==> src/rtl/mulShiftAdd_pkg.sv <==
package mulShiftAdd_pkg;
  typedef struct packed {
    logic load;    // capture operands, clear/seed the running sum
    logic step;    // one add-and-shift iteration
    logic finish;  // last iteration: write the result
  } mulCtrl_t;
endpackage

==> src/rtl/mulCtrl.sv <==
module mulCtrl
  import mulShiftAdd_pkg::*;
#(
  parameter int WIDTH = 8
) (
  input  logic     clk,
  input  logic     rstN,
  input  logic     start,
  output mulCtrl_t ctrl,
  output logic     busy,
  output logic     done
);
  localparam int CW = $clog2(WIDTH + 1);

  logic [CW-1:0] stepCnt;

  always_comb begin
    ctrl.load   = start && !busy;
    ctrl.step   = busy;
    ctrl.finish = busy && (stepCnt == CW'(WIDTH - 1));
  end

  always_ff @(posedge clk or negedge rstN) begin
    if (!rstN) begin
      busy    <= 1'b0;
      done    <= 1'b0;
      stepCnt <= '0;
    end else begin
      done <= ctrl.finish;
      if (ctrl.load) begin
        busy    <= 1'b1;
        stepCnt <= '0;
      end else if (ctrl.finish) begin
        busy    <= 1'b0;
      end else if (ctrl.step) begin
        stepCnt <= stepCnt + 1'b1;
      end
    end
  end

  // completion is a single-cycle pulse
  p_done_pulse_r6: assert property (@(posedge clk) disable iff (!rstN)
    done |=> !done);
  // busy only ever ends together with done
  p_busy_end_r6: assert property (@(posedge clk) disable iff (!rstN)
    $fell(busy) |-> done);
  // iteration count never passes the operand width
  p_cnt_range_r6: assert property (@(posedge clk) disable iff (!rstN)
    busy |-> (stepCnt < CW'(WIDTH)));
  // an accepted start is followed by an iteration, never by a reload
  p_load_then_step_r7: assert property (@(posedge clk) disable iff (!rstN)
    ctrl.load |=> (busy && !ctrl.load));
endmodule

==> src/rtl/mulDatapath.sv <==
module mulDatapath
  import mulShiftAdd_pkg::*;
#(
  parameter int WIDTH = 8
) (
  input  logic               clk,
  input  logic               rstN,
  input  mulCtrl_t           ctrl,
  input  logic               isSigned,
  input  logic               accEn,
  input  logic [WIDTH-1:0]   opA,
  input  logic [WIDTH-1:0]   opB,
  input  logic [2*WIDTH-1:0] addend,
  output logic [2*WIDTH-1:0] product
);
  localparam int PW = 2 * WIDTH;

  logic [PW-1:0]    mcand;
  logic [WIDTH-1:0] mplr;
  logic [PW-1:0]    runSum;
  logic             negRes;

  logic             aNeg, bNeg, resNeg;
  logic [WIDTH-1:0] magA, magB;
  logic [PW-1:0]    seedVal, partial, nextSum;

  always_comb begin
    aNeg    = isSigned && opA[WIDTH-1];
    bNeg    = isSigned && opB[WIDTH-1];
    resNeg  = aNeg ^ bNeg;
    magA    = aNeg ? (~opA + 1'b1) : opA;
    magB    = bNeg ? (~opB + 1'b1) : opB;
    // the final negation also flips the addend, so pre-flip it here
    seedVal = accEn ? (resNeg ? (~addend + 1'b1) : addend) : '0;
    partial = mplr[0] ? mcand : '0;
    nextSum = runSum + partial;
  end

  always_ff @(posedge clk or negedge rstN) begin
    if (!rstN) begin
      mcand   <= '0;
      mplr    <= '0;
      runSum  <= '0;
      negRes  <= 1'b0;
      product <= '0;
    end else if (ctrl.load) begin
      mcand  <= {{WIDTH{1'b0}}, magA};
      mplr   <= magB;
      runSum <= seedVal;
      negRes <= resNeg;
    end else if (ctrl.step) begin
      runSum <= nextSum;
      mcand  <= mcand << 1;
      mplr   <= mplr >> 1;
      if (ctrl.finish)
        product <= negRes ? (~nextSum + 1'b1) : nextSum;
    end
  end

  // by the last step every multiplier bit but the lowest is consumed
  p_mplr_drained_r2: assert property (@(posedge clk) disable iff (!rstN)
    ctrl.finish |-> ((mplr >> 1) == '0));
  // the result moves only on a finishing step
  p_result_hold_r8: assert property (@(posedge clk) disable iff (!rstN)
    !ctrl.finish |=> $stable(product));
endmodule

==> src/rtl/mulShiftAdd.sv <==
module mulShiftAdd
  import mulShiftAdd_pkg::*;
#(
  parameter int WIDTH = 8
) (
  input  logic               clk,
  input  logic               rstN,
  input  logic               start,
  input  logic               isSigned,
  input  logic               accEn,
  input  logic [WIDTH-1:0]   opA,
  input  logic [WIDTH-1:0]   opB,
  input  logic [2*WIDTH-1:0] addend,
  output logic               busy,
  output logic               done,
  output logic [2*WIDTH-1:0] product
);
  mulCtrl_t ctrl;

  mulCtrl #(.WIDTH(WIDTH)) uCtrl (
    .clk   (clk),
    .rstN  (rstN),
    .start (start),
    .ctrl  (ctrl),
    .busy  (busy),
    .done  (done)
  );

  mulDatapath #(.WIDTH(WIDTH)) uDp (
    .clk      (clk),
    .rstN     (rstN),
    .ctrl     (ctrl),
    .isSigned (isSigned),
    .accEn    (accEn),
    .opA      (opA),
    .opB      (opB),
    .addend   (addend),
    .product  (product)
  );
endmodule

==> config.mk <==
export PLATFORM = sky130hd
export DESIGN_NAME = mulShiftAdd
export DESIGN_NICKNAME = d
export VERILOG_FILES = /design/src/rtl/mulShiftAdd_pkg.sv /design/src/rtl/mulCtrl.sv /design/src/rtl/mulDatapath.sv /design/src/rtl/mulShiftAdd.sv
export SDC_FILE = /design/constraint.sdc
export NUM_CORES = 1
export LEC_CHECK = 0
export BUFFER_PORTS_ARGS = -buffer_cell sky130_fd_sc_hd__buf_2
export CAP_MARGIN = 20
export CORE_MARGIN = 3
export CORE_UTILIZATION = 40
export DETAILED_ROUTE_END_ITERATION = 12
export PLACE_DENSITY_LB_ADDON = 0.25
export SYNTH_ARGS = -nofsm -noshare
export SYNTH_HDL_FRONTEND = slang
export SYNTH_SLANG_ARGS = --single-unit
==> constraint.sdc <==
create_clock -name clk -period 7.2 [get_ports clk]
set_input_delay 0.36 -clock clk [delete_from_list [all_inputs] [get_ports clk]]
set_output_delay 0.36 -clock clk [all_outputs]
set_load 0.01 [all_outputs]
==> flow_metrics.py <==
metrics = {
    "status": {
        "status": "finished, final reports clean",
    },
    "critical_path": {
        "cp.depth": 11,
        "start_kind": "flop",
        "cp.required_ns": 7.43,
        "path_buf_inv": 0,
        "rr_endpoint": "uDp.product[13]",
        "cp-end-kind": "flop",
        "slowest_stage": "a311oi_1",
        "path_cells": "and2_1, ha_1, fa_1, a211oi_1, nor3_2, nor2_1, nor2_1, a311oi_1, o31ai_1, xnor2_1, o21ai_1",
        "crit_type": "reg -> reg",
        "worst_ep_arrival_time_ns": 3.86,
        "path_max_fanout": 17,
        "regToRegSetupSlack_ns": 3.57,
        "startpoint": "uDp.mplr[0]",
        "slowest_delay_ns": 0.76,
        "cp_top_family": "compound AO/OA/AOI/OAI gates",
        "reg2reg_depth": 11,
        "crit_end": "uDp.product[13]",
        "cpMostUsedCell": "nor2_1",
        "r2r_start": "uDp.mplr[0]",
    },
    "placement": {
        "place_area_um2": 4725,
        "routabilityCongestion": 0.9052,
        "io_buffers": 54,
        "dp_slack_ns": 3.573,
        "hpwl_mm": 7.738,
    },
    "synthesis": {
        "seq_area_frac_synth": 0.3547,
        "ys_warn_count": 0,
        "synth_enable_flop_cells": 0,
        "synth_most_common_cell": "dfrtp_1",
        "synthDistinctLibCells": 57,
        "synth_top_area_share": 0.3547,
        "synth_largest_area_cell": "dfrtp_1",
        "ys_ff_latch": 63,
        "syn_avg_cell_area_um2": 8.731,
        "synthFlopType": "dfrtp_1",
        "synth_common_cells": "dfrtp_1 (63), o21ai_0 (60), nand2_1 (57), a21oi_1 (46)",
        "synth_top_family_by_area": "compound AO/OA/AOI/OAI gates",
        "syn_area_um2": 4444,
        "synth_xor_area_frac": 0.1067,
        "async_flop_share": 1.000,
        "synthAdderAreaFrac": 0.06081,
        "yosys.area_share.simple": 0.1720,
        "syn_inst": 509,
        "synth_nets": 567,
        "synth_area_leaders": "dfrtp_1 (35%), o21ai_0 (6.8%), ha_1 (5.6%)",
        "synth_compound_area_frac": 0.2444,
        "synth.area.mux_share": 0.009009,
    },
    "timing": {
        "rsz0062_at_grt": "no",
        "min_period_ns": 3.634,
        "finalHoldViolCount": 0,
        "finClkSkew_ns": 0.005869,
        "setup_tns_ns": 0,
        "slew-limit-headroom": 0.3792,
        "slew_violations": 0,
        "setup_viol": 0,
        "period_share": 0.5048,
        "fin_ws_ns": 3.566,
        "fmax_mhz": 275.1,
        "tightestPinTransition_ns": 0.9249,
    },
    "power": {
        "p_int_mw": 1.041,
        "vdd_ir_drop_max_uv": 205.3,
        "switching_share": 0.4278,
        "p_seq_frac": 0.340,
        "power_density_nw_per_um2": 367.6,
        "p_leak_nw": 2.197,
        "comb_power_share": 0.489,
        "pwr-share-clk": 0.171,
        "p_sw_mw": 0.7785,
    },
    "clocking": {
        "cts_setup_buffers": 0,
        "cts_buffers": 9,
        "path_clk_slew_ns": 0.07,
        "cts_resized": 0,
        "cts_buffer_depth": 2,
        "cts_tree": "yes",
        "clock_latency_ns": 0.36,
        "cts_sinks": 63,
        "cts_hold_buffers": 0,
        "cts_root_buffer": "clkbuf_8",
        "cts_max_level": 3,
    },
    "floorplanning": {
        "core-area_um2": 10560,
        "dieHeight_um": 111.4,
        "num_rows": 37,
        "dieWidth_um": 111.4,
        "design.die.area_um2": 12410,
        "io_pins": 55,
        "initial_core_util": 0.4211,
    },
    "route": {
        "drt_iter0_markers": 266,
        "drcViolationCount": 0,
        "vias": 3771,
        "vias_per_cell": 5.473,
        "wl_per_cell_um": 15.18,
        "ant_nets": 0,
        "first_pass_iters": 5,
        "wirelength_mm": 10.46,
    },
    "global_route": {
        "grt.total_usage": 0.1761,
        "first_global_vias": 3640,
        "grt_max_degree": 80,
        "grt-ovfl-total": 0,
        "antenna_found_initial": 0,
        "grt_pass1_wl_mm": 18.02,
    },
    "final_layout": {
        "nNetsFinal": 606,
        "drive_gt1_frac": 0.1573,
        "design_area_um2": 4950,
        "syn_to_final_growth_pct": 11.37,
        "diodes": 0,
        "fin_util": 0.4689,
    },
    "run": {
        "cap_violations": 0,
    },
    "hold_path": {
        "hold_class": "in -> async",
    },
}
-- cell families (layout without fill, tap and decap cells) --
| family | Yosys count | after routing |
|---|---|---|
| AOI/OAI and AO/OA | 169 | 169 |
| and+or+nand+nor | 156 | 156 |
| DFF | 63 | 63 |
| xor gates and xnor gates | 52 | 52 |
| buffers and inverters | 44 | 88 |
| adders and majority gates | 21 | 21 |
| muxes | 4 | 4 |
-- power by group through the flow --
| stage | logic (mW) | clock network, mW | registers [mW] |
|---|---|---|---|
| after floorplan | 0.692 | 0 | 0.604 |
| after global placement | 0.876 | 0 | 0.620 |
| after detailed placement | 0.888 | 0 | 0.623 |
| after CTS | 0.892 | 0.323 | 0.618 |
| after global routing | 1.01 | 0.334 | 0.639 |
| final | 0.889 | 0.312 | 0.619 |
-- through the flow --
stage | std cells | hold slack [ns] | power (mW)
final | 689 | 0.1605 | 1.820
after global routing | 689 | 0.2277 | 1.982
after CTS | 688 | 0.1978 | 1.833
after detailed placement | 672 | 0.4666 | 1.510
after global placement | 672 | 0.4564 | 1.496
after floorplan | 509 | 0.06441 | 1.296
-- flip-flops by register name, summed over array words and instances (netlist names) --
register and flops:
uDp.negRes 1, uDp.mcand 16, uDp.mplr 8, uCtrl.stepCnt 4, uCtrl.busy 1, uDp.runSum 16
uCtrl.done 1, uDp.product 16
-- placed cells by master, fill, tap and decap left out, types with 9 or more instances in the layout --
master and instances:
a21oi_1 46, a221oi_1 12, a22o_1 9, and2_1 18
buf_2 54, clkbuf_8 10, dfrtp_1 62, ha_1 20
inv_1 14, nand2_1 57, nand3_1 14, nor2_1 28
nor3_1 9, o21ai_0 60, o31ai_1 9, xnor2_1 28
xor2_1 23
-- final cells by class --
class	instances	area [um2]
Tap cell	136	170.2
Clock buffer	10	137.6
Timing Repair Buffer	57	312.8
Multi-Input combinational cell	402	2635
Inverter	15	56.30
Fill cell	1043	5605
Sequential cell	63	1578
Clock inverter	6	60.06
-- how the worst min path moves through the flow --
stage | from | endpoint | slack, ns | depth (start not counted)
global route | rstN | uDp.product[2] | 0.23 | 2
CTS | rstN | uDp.product[2] | 0.20 | 2
global placement | uDp.mplr[4] | uDp.mplr[3] | 0.46 | 2
finish | rstN | uDp.product[2] | 0.16 | 2
floorplan | rstN | uCtrl.busy | 0.06 | 0
detailed placement | uDp.product[5] | uDp.product[5] | 0.47 | 2
-- layer usage --
metal / vias to the layer above / share of wire / global-route usage
li1: 1895 / - / -
met1: 1769 / 0.51 / 0.2629
met2: 97 / 0.43 / 0.2549
met3: 10 / 0.051 / 0.03424
met4: 0 / 0.010 / 0.05921
met5: - / 0 / 0
Note: power is estimated with default switching activity, not from simulation.
